$ cat src/rtl/irq_entry_pkg.sv
package irq_entry_pkg;

    typedef enum logic [1:0] {
        ST_IDLE = 2'd0,
        ST_PUSH = 2'd1,
        ST_LOAD = 2'd2
    } seq_state_t;

    // index of the final pushed byte for a given size selector
    function automatic logic [1:0] last_byte_idx(input logic [1:0] mode);
        unique case (mode)
            2'd0:    return 2'd0;
            2'd1:    return 2'd1;
            default: return 2'd2;
        endcase
    endfunction

endpackage

$ cat src/rtl/irq_lowest.sv
module irq_lowest #(
    parameter int W     = 8,
    parameter int IDX_W = $clog2(W)
) (
    input  logic [W-1:0]     req,
    output logic             found,
    output logic [IDX_W-1:0] idx
);
    always_comb begin
        found = 1'b0;
        idx   = '0;
        for (int i = W - 1; i >= 0; i--) begin
            if (req[i]) begin
                found = 1'b1;
                idx   = IDX_W'(i);
            end
        end
    end
endmodule

$ cat src/rtl/irq_pend_bank.sv
module irq_pend_bank #(
    parameter int W     = 8,
    parameter int IDX_W = $clog2(W)
) (
    input  logic             clk,
    input  logic             rst_n,
    input  logic [W-1:0]     set,
    input  logic             clr_en,
    input  logic [IDX_W-1:0] clr_idx,
    output logic [W-1:0]     pend,
    output logic             any
);
    logic [W-1:0] pend_q;
    logic [W-1:0] clr_mask;

    always_comb begin
        clr_mask = '0;
        if (clr_en) clr_mask = W'(1) << clr_idx;
    end

    always_ff @(posedge clk or negedge rst_n) begin
        if (!rst_n) pend_q <= '0;
        else        pend_q <= (pend_q & ~clr_mask) | set;
    end

    assign pend = pend_q;
    assign any  = |pend_q;

    // a clear with no new sets removes exactly one recorded source
    a_r10_one_cleared: assert property (@(posedge clk) disable iff (!rst_n)
        (clr_en && set == '0) |=> ($countones(pend_q) == $countones($past(pend_q)) - 1));
endmodule

$ cat src/rtl/irq_entry_seq.sv
module irq_entry_seq
    import irq_entry_pkg::*;
#(
    parameter int SP_W   = 16,
    parameter int PEND_W = 8,
    parameter int PC_W   = 22
) (
    input  logic              clk,
    input  logic              rst_n,
    input  logic              skip_pending,
    input  logic              gie,
    input  logic              rst_req,
    input  logic [PEND_W-1:0] irq_set,
    input  logic              cfg_wide_vec,
    input  logic [1:0]        cfg_pc_mode,
    input  logic [PC_W-1:0]   pc_cur,
    input  logic [SP_W-1:0]   sp_cur,
    output logic              busy,
    output logic              mem_we,
    output logic [SP_W-1:0]   mem_addr,
    output logic [7:0]        mem_wdata,
    output logic              pc_ld,
    output logic [PC_W-1:0]   pc_new,
    output logic              gie_clr,
    output logic              sp_ld,
    output logic [SP_W-1:0]   sp_new,
    output logic [PEND_W-1:0] irq_pending,
    output logic              irq_req
);
    localparam int IDX_W = $clog2(PEND_W);
    localparam int VEC_W = IDX_W + 1;

    seq_state_t        state_q, state_d;
    logic [PC_W-1:0]   ret_q;
    logic [SP_W-1:0]   sp_q;
    logic [VEC_W-1:0]  vec_q;
    logic [IDX_W-1:0]  idx_q;
    logic              hw_q;
    logic              wide_q;
    logic [1:0]        last_q;
    logic [1:0]        cnt_q;
    logic              rst_pend_q;

    logic              hw_found;
    logic [IDX_W-1:0]  hw_idx;
    logic              accept;
    logic              in_load;
    logic [PC_W+7:0]   ret_ext;

    irq_pend_bank #(.W(PEND_W), .IDX_W(IDX_W)) u_bank (
        .clk     (clk),
        .rst_n   (rst_n),
        .set     (irq_set),
        .clr_en  (in_load && hw_q),
        .clr_idx (idx_q),
        .pend    (irq_pending),
        .any     (irq_req)
    );

    irq_lowest #(.W(PEND_W), .IDX_W(IDX_W)) u_pick (
        .req   (irq_pending),
        .found (hw_found),
        .idx   (hw_idx)
    );

    assign in_load = (state_q == ST_LOAD);
    assign accept  = (state_q == ST_IDLE) && !skip_pending && gie
                     && (rst_pend_q || hw_found);

    // next-state logic
    always_comb begin
        state_d = state_q;
        unique case (state_q)
            ST_IDLE: if (accept)           state_d = ST_PUSH;
            ST_PUSH: if (cnt_q == last_q)  state_d = ST_LOAD;
            ST_LOAD:                       state_d = ST_IDLE;
            default:                       state_d = ST_IDLE;
        endcase
    end

    // state register and datapath registers
    always_ff @(posedge clk or negedge rst_n) begin
        if (!rst_n) begin
            state_q    <= ST_IDLE;
            ret_q      <= '0;
            sp_q       <= '0;
            vec_q      <= '0;
            idx_q      <= '0;
            hw_q       <= 1'b0;
            wide_q     <= 1'b0;
            last_q     <= '0;
            cnt_q      <= '0;
            rst_pend_q <= 1'b0;
        end else begin
            state_q    <= state_d;
            rst_pend_q <= (rst_pend_q && !(in_load && !hw_q)) || rst_req;
            if (accept) begin
                ret_q  <= pc_cur;
                sp_q   <= sp_cur;
                wide_q <= cfg_wide_vec;
                last_q <= last_byte_idx(cfg_pc_mode);
                cnt_q  <= '0;
                hw_q   <= !rst_pend_q;
                idx_q  <= hw_idx;
                vec_q  <= rst_pend_q ? '0 : VEC_W'(hw_idx) + VEC_W'(1);
            end else if (state_q == ST_PUSH) begin
                sp_q  <= sp_q - SP_W'(1);
                cnt_q <= cnt_q + 2'd1;
            end
        end
    end

    assign ret_ext = {8'h00, ret_q};

    // outputs decoded from state
    always_comb begin
        busy      = 1'b0;
        mem_we    = 1'b0;
        mem_addr  = sp_q;
        mem_wdata = ret_ext[cnt_q*8 +: 8];
        pc_ld     = 1'b0;
        gie_clr   = 1'b0;
        sp_ld     = 1'b0;
        sp_new    = sp_q;
        pc_new    = PC_W'(vec_q) << wide_q;
        unique case (state_q)
            ST_IDLE: ;
            ST_PUSH: begin
                busy   = 1'b1;
                mem_we = 1'b1;
            end
            ST_LOAD: begin
                busy    = 1'b1;
                pc_ld   = 1'b1;
                gie_clr = 1'b1;
                sp_ld   = 1'b1;
            end
            default: ;
        endcase
    end

    // the stack is never written outside a sequence
    a_r11_no_write_idle: assert property (@(posedge clk) disable iff (!rst_n)
        !busy |-> !mem_we);
    // an outstanding skip keeps the block idle
    a_r2_skip_holds: assert property (@(posedge clk) disable iff (!rst_n)
        (!busy && skip_pending) |=> !busy);
    // enable low keeps the block idle
    a_r3_gie_holds: assert property (@(posedge clk) disable iff (!rst_n)
        (!busy && !gie) |=> !busy);
    // consecutive writes step one address down
    a_r8_sp_steps: assert property (@(posedge clk) disable iff (!rst_n)
        (mem_we && $past(mem_we)) |-> (mem_addr == $past(mem_addr) - SP_W'(1)));
    // the load strobe lasts one cycle
    a_r9_load_pulse: assert property (@(posedge clk) disable iff (!rst_n)
        pc_ld |=> (!pc_ld && !busy));
endmodule

$ cat config.mk
export PLATFORM = sky130hd
export DESIGN_NAME = irq_entry_seq
export DESIGN_NICKNAME = d
export VERILOG_FILES = /design/src/rtl/irq_entry_pkg.sv /design/src/rtl/irq_lowest.sv /design/src/rtl/irq_pend_bank.sv /design/src/rtl/irq_entry_seq.sv
export SDC_FILE = /design/constraint.sdc
export NUM_CORES = 1
export LEC_CHECK = 0
export ABC_AREA = 0
export BUFFER_PORTS_ARGS = -buffer_cell sky130_fd_sc_hd__buf_2
export CAP_MARGIN = 25
export CORE_MARGIN = 1
export CORE_UTILIZATION = 50
export DETAILED_ROUTE_END_ITERATION = 10
export PLACE_DENSITY = 0.82
export SYNTH_ARGS = -nofsm -noshare
export SYNTH_HDL_FRONTEND = slang
export SYNTH_SLANG_ARGS = --single-unit
$ cat constraint.sdc
create_clock -name clk -period 3.24 [get_ports clk]
set_input_delay 0.648 -clock clk [delete_from_list [all_inputs] [get_ports clk]]
set_output_delay 0.648 -clock clk [all_outputs]
set_load 0.02 [all_outputs]
; Yosys cells after proc, flatten, opt, wreduce, memory -nomap -nowiden
; Index checks and enable logic that the tools add are counted.
[totals]
register_bits = 62
output_inout_bits = 76
word_cells = 73
[op_classes]
add_sub_neg = 3
n_eq_ne = 6
n_shift = 3
muxes = 29
bitwise_logic = 3
reduce_logical = 18
[ops]
columns = cell, n
row1 = 16-bit two-way mux, 2
row2 = 30-bit by 6-bit indexed part select with 8-bit output, 1
row3 = 3-bit two-way mux, 8
row4 = 4-bit by 1-bit left shift with 22-bit output, 1
row5 = 16-bit by 1-bit subtractor with 16-bit output (second input constant), 1
row6 = 1-bit two-way mux, 11
row7 = 8-bit bitwise AND, 1
row8 = 2-bit two-way mux, 4
row9 = 8-bit two-way mux, 1
row10 = 8-bit inverter, 1
row11 = 8-bit bitwise OR, 1
row12 = 2-bit one-hot mux with 2 select lines, 2
row13 = 8-bit OR reduction, 1
row14 = 1-bit by 3-bit left shift with 8-bit output (first input constant), 1
row15 = 1-bit logical AND, 6
row16 = 3-bit by 1-bit adder with 4-bit output (second input constant), 1
row17 = 2-bit by 1-bit equality test with 1-bit output (second input constant), 2
row18 = 1-bit zero test, 4
row19 = 2-bit zero test, 2
row20 = 4-bit two-way mux, 1
row21 = 2-bit inequality test (second input constant), 2
row22 = 2-bit by 1-bit adder with 2-bit output (second input constant), 1
row23 = 2-bit equality test, 1
row24 = 2-bit equality test (second input constant), 1
row25 = other kinds (4), 5

; Longest topological paths before layout
[logic_depth]
depth_word = 12
depth_mapped = 7

; Cells and area by module
; Synthesis repeated with hierarchy kept, for this count alone.
[unflattened]
cells_unflattened = 380
area_unflattened_um2 = 3467.1
[by_module_without_submodules]
columns = module, instances, cells_per_inst, area_per_inst_um2, seq_area_each_um2
row1 = irq_entry_seq, 1, 340, 3034.2, 1351.3
row2 = irq_pend_bank, 1, 27, 352.8, 200.2
row3 = irq_lowest, 1, 13, 80.1, 0.0

; Worst setup path after synthesis
; OpenSTA, ideal clock, no wires.
[synth_timing]
path_kind = flip-flop to flip-flop
startpoint = reg u_bank.pend_q[3] (netlist: u_bank.pend[3])
endpoint = reg idx_q[0]
arrival_ns = 2.065
slack_ns = 1.047
stages_incl_launch_ff = 6
period_less_slack_ns = 2.193
cell_sequence = dfrtp_1 -> or4_1 -> buf_2 -> o311ai_4 -> buf_4 -> mux2_1
[synth_between]
elab_chain_len = 6
elab_cells_between_ends = 10
cone_classes = mux (8) / reduce/logical (2)
[synth_lines]
columns = element, line_no
row1 = start: declaration, irq_pend_bank.sv:13  ; logic [W-1:0] pend_q;
row2 = start signal: assignment, irq_pend_bank.sv:23  ; else pend_q <= (pend_q & ~clr_mask) | set;
row3 = 1-bit two-way mux (4 in series), irq_lowest.sv:13  ; if (req[i]) begin
row4 = 1-bit logical OR, irq_entry_seq.sv:68  ; && (rst_pend_q || hw_found);
row5 = 1-bit logical AND, irq_entry_seq.sv:68
row6 = end signal: assignment, irq_entry_seq.sv:104  ; idx_q <= hw_idx;
row7 = end: declaration, irq_entry_seq.sv:37  ; logic [IDX_W-1:0] idx_q;
; Several ways; a longest one is shown, not always the timed one.
; A chain may end at the register's enable or synchronous reset.

; Worst setup path in the final report
[layout_timing]
startpoint = reg u_bank.pend_q[3] (netlist: u_bank.pend[3])
endpoint = out irq_req
[layout_between]
elab_chain_len = 1
[layout_lines]
columns = element, line_no
row1 = 8-bit OR reduction, irq_pend_bank.sv:27  ; assign any = |pend_q;
row2 = end: declaration, irq_entry_seq.sv:28  ; output logic irq_req
; No other way between the ends.

==> results.md <==
| Step | Metric | Value |
|:---|:---|:---|
| detailed routing | Number of optimization iterations in the first detailed-route pass | 5 |
| pwr | Net load switching power | 1.558 mW |
| critical path | Crit path launch type | flop |
| yosys | Most common flop cell mapped by yosys | sky130_fd_sc_hd__dfrtp_1 |
| pwr | Relative contribution of sequential cells to total power | 0.374 |
| placed design | HPWL after DPL | 4.861 mm |
| detailed routing | Count of routing violations after the opening detailed-route iteration | 99 |
| yosys | Register area share after synthesis | 0.4641 |
| pwr | Portion of total power attributed to combinational logic | 0.417 |
| critical path | CP Data Required Time | 2590 ps |
| detailed routing | Final WL | 6.794 mm |
| pwr | Static leakage | 1.834 nW |
| yosys | Cell types with the largest area share after synthesis | sky130_fd_sc_hd__dfrtp_1 46%, sky130_fd_sc_hd__mux2_1 8.8%, sky130_fd_sc_hd__buf_4 8.5% |
| sta | Shortest period the worst path allows | 2507 ps |
| final layout | Synthesis-to-layout area growth | 19.95% |
| cts | TritonCTS clock tree | done |
| critical path | Largest fanout on the critical path | 8 |
| pwr | Pwr Density | 936.3 mW/mm2 |
| pwr | Switching Share | 0.4150 |
| final layout | Layout cell share with drive strength beyond 1 | 0.3286 |
| final layout | Number of fill cells | 551 |
| final layout | Non-filler instance count after layout | 500 |
| yosys | Register bit total from synthesis | 62 |
| global route | Largest net degree at the start of global routing | 72 |
| placed design | Setup WS pre-CTS | 908.0 ps |
| yosys | Biggest area consumer among synthesized cells | sky130_fd_sc_hd__dfrtp_1 |
| sta | Ratio of final minimum period to clock period | 0.7736 |
| yosys | Number of unique standard cell types used by synthesis | 40 |
| status | Run status | completed |
| final layout | Ant diodes | 0 |
| sta | Worst hold slack | 256.8 ps |
| critical path | Cell-by-cell listing of the critical path | or4_1, nand2b_1, buf_2 |
| cts | Worst-path clk slew | 70 ps |
| floorplan | Number of top-level pins | 130 |
| sta | Number of failing hold endpoints at the final stage | 0 |
| detailed routing | Final antenna-violating net count | 0 |
| pwr | Internal portion of total power | 2.196 mW |
| floorplan | Floorplan die height | 83.77 um |
| sta | Setup TNS | 0 ps |
| worst hold path | Worst min path class | input pin to asynchronous set/reset pin |
| critical path | Kind of end point of the critical path | primary output |
| pwr | Worst vdd rail ir drop | 0.6482 mV |
| global route | Overall global routing resource usage | 0.2023 |
| critical path | Critical setup path kind | flop to primary output |
| cts | Number of buffers between clock root and the deepest sink | 2 |
| placed design | Cell count after placement | 484 |
| pwr | Clock network fraction of total power | 0.208 |
| yosys | Top post-synthesis cells by count | 62 x sky130_fd_sc_hd__dfrtp_1, 38 x sky130_fd_sc_hd__buf_4, 26 x sky130_fd_sc_hd__mux2_1, 26 x sky130_fd_sc_hd__nor2_1 |
| cts | Number of levels in the clock H-tree | 3 |
| cts | Number of setup buffers added after CTS | 0 |
| yosys | Yosys warns | 0 |
| yosys | Top cell type's share of synthesized area | 0.4641 |
| detailed routing | DRC viols | 0 |
| job | Number of maximum-capacitance violations | 0 |
| cts | TritonCTS Sinks | 62 |
| floorplan | Die footprint | 0.007017 mm2 |
| sta | Max Clock Freq | 0.3989 GHz |
| floorplan | Row count | 29 |
| detailed routing | Ratio of routed vias to standard cells | 5.124 |
| detailed routing | Routed length per instance | 13.59 um |
| global route | Initial antenna violation count | 0 |
| yosys | Cell with the most instances after synthesis | sky130_fd_sc_hd__dfrtp_1 |
| cts | # resized after CTS | 0 |
| placed design | RePlAce Congestion | 0.7725 |
| floorplan | Initial core utilization | 0.5235 |
| detailed routing | Total via count in the routed design | 2562 |
| yosys | Average size of a mapped cell | 10.38 um2 |
| critical path | CP max-delay cell | sky130_fd_sc_hd__or4_1 |
| sta | Final number of setup-violating endpoints | 0 |
| yosys | Number of flops mapped to enable cells by yosys | 0 |
| cts | Clock latency on the worst-skew pair | 340 ps |
| cts | Clock tree root buffer cell | sky130_fd_sc_hd__clkbuf_8 |
| critical path | Signal arrival time at the worst endpoint | 1860 ps |
| final layout | Final Util | 0.6279 |
| cts | CTS buffer count | 9 |
| sta | Slew at the pin with the worst max-slew slack | 596.0 ps |
| final layout | Count of nets after finishing | 477 |
| sta | Setup repair after global routing missed its margin | false |
| floorplan | CORE AREA | 0.006386 mm2 |
| sta | Max_slew headroom | 0.5996 |
| placed design | PortBufs | 112 |
| yosys | Post-Synthesis Cells | 322 |
| floorplan | X dimension of the die | 83.77 um |
| sta | Setup skew after layout | 7.134 ps |
| yosys | Fraction of synthesis flops using an asynchronous set or reset pin | 1.000 |
| sta | Number of max-slew violations in the final report | 0 |
| sta | Final worst-path setup slack | 733.4 ps |
| critical path | Delay of the slowest cell on the worst path | 700 ps |
| cts | Hold_buf cts | 0 |
| global route | Wire length of the first global-routing pass | 11.25 mm |
| global route | Global route overflow | 0 |
| yosys | Netlist Area Pre-Place | 0.003343 mm2 |
| global route | Vias in the first global route | 2442 |
==> stage by stage <==
step / instance area, um2 / power [mW]
floorplan: 3403 / 2.624
global placement: 3777 / 2.935
detailed placement: 3777 / 2.985
CTS: 4010 / 3.778
global route: 4010 / 3.995
finish: 4010 / 3.755
==> critical path, delay by kind of cell (launching register included) <==
family | cells | cell delay (ps)
buffers and inverters | 1 | 180
AND/OR/NAND/NOR | 2 | 920
flip-flops | 1 | 430
==> cell families after synthesis <==
| logic type | Yosys count | synth area share |
|---|---|---|
| xor gates and xnor gates | 16 | 0.04191 |
| muxes | 39 | 0.1280 |
| AOI/OAI and AO/OA | 54 | 0.09806 |
| DFF | 62 | 0.4641 |
| and+or+nand+nor | 92 | 0.1441 |
| other | 1 | 0.001122 |
| buffers and inverters | 53 | 0.1040 |
| adders and majority gates | 5 | 0.01871 |
==> state kept, by name, summed over array words and instances (netlist names) <==
signal and count:
hw_q 1, last_q 2, cnt_q 2, ret_q 22, rst_pend_q 1, state_q 2
mem_addr 16, wide_q 1, u_bank.pend 8, vec_q 4, idx_q 3
==> routing by layer <==
layer  vias to the layer above  global-route usage  part of all wire
li1                       1254                   -                 -
met1                      1184              0.2628              0.44
met2                       112              0.3333              0.48
met3                        12             0.04055             0.059
met4                         0             0.07858             0.015
met5                         -                   0                 0
==> layout make-up <==
cell class,count,area (um2),area share
clock buffers,11,151.4,0.03775
clock inverters,5,81.33,0.02028
inverters,6,22.52,0.005616
multi-input cells,223,1504,0.3750
flip-flops and latches,62,1551,0.3869
well taps,77,96.34,0.02402
repair buffers,116,603.1,0.1504
==> power groups by stage <==
stage | Sequential [mW] | Clock (mW) | Combinational [mW]
2_1_floorplan | 1.42 | 0 | 1.21
3_3_place_gp | 1.39 | 0 | 1.55
3_5_place_dp | 1.41 | 0 | 1.58
4_1_cts | 1.40 | 0.794 | 1.58
5_1_grt | 1.45 | 0.836 | 1.71
6_report | 1.41 | 0.782 | 1.57
==> placed cells by master, fill, tap and decap left out, types with 5 or more instances in the layout <==
cell and count:
sky130_fd_sc_hd__buf_2 112, sky130_fd_sc_hd__dfrtp_1 62, sky130_fd_sc_hd__nor2_1 26, sky130_fd_sc_hd__mux2_1 26, sky130_fd_sc_hd__o21ai_0 19, sky130_fd_sc_hd__nand2_1 19, sky130_fd_sc_hd__a21oi_1 18, sky130_fd_sc_hd__conb_1 17
sky130_fd_sc_hd__nand2b_1 16, sky130_fd_sc_hd__clkbuf_8 11, sky130_fd_sc_hd__xor2_1 10, sky130_fd_sc_hd__mux2i_1 9, sky130_fd_sc_hd__inv_1 6, sky130_fd_sc_hd__xnor2_1 6, sky130_fd_sc_hd__o31ai_1 5, sky130_fd_sc_hd__ha_1 5
==> final timing paths <==
check	from	end	slack, ps	cells past startpoint
worst max register to register	u_bank.pend[3]$_DFF_PN0_	ret_q[21]$_DFFE_PN0P_	900	4
worst max-delay path	u_bank.pend[3]$_DFF_PN0_	irq_req	730	3
min in group clk	irq_set[7]	u_bank.pend[7]$_DFF_PN0_	490	2
worst min-delay path	rst_n	idx_q[2]$_DFFE_PN0P_	260	1
max in group asynchronous	rst_n	mem_addr[1]$_DFFE_PN0P_	2290	2
worst min register to register	ret_q[2]$_DFFE_PN0P_	ret_q[2]$_DFFE_PN0P_	490	1
Power figures use the tool's default switching activity.
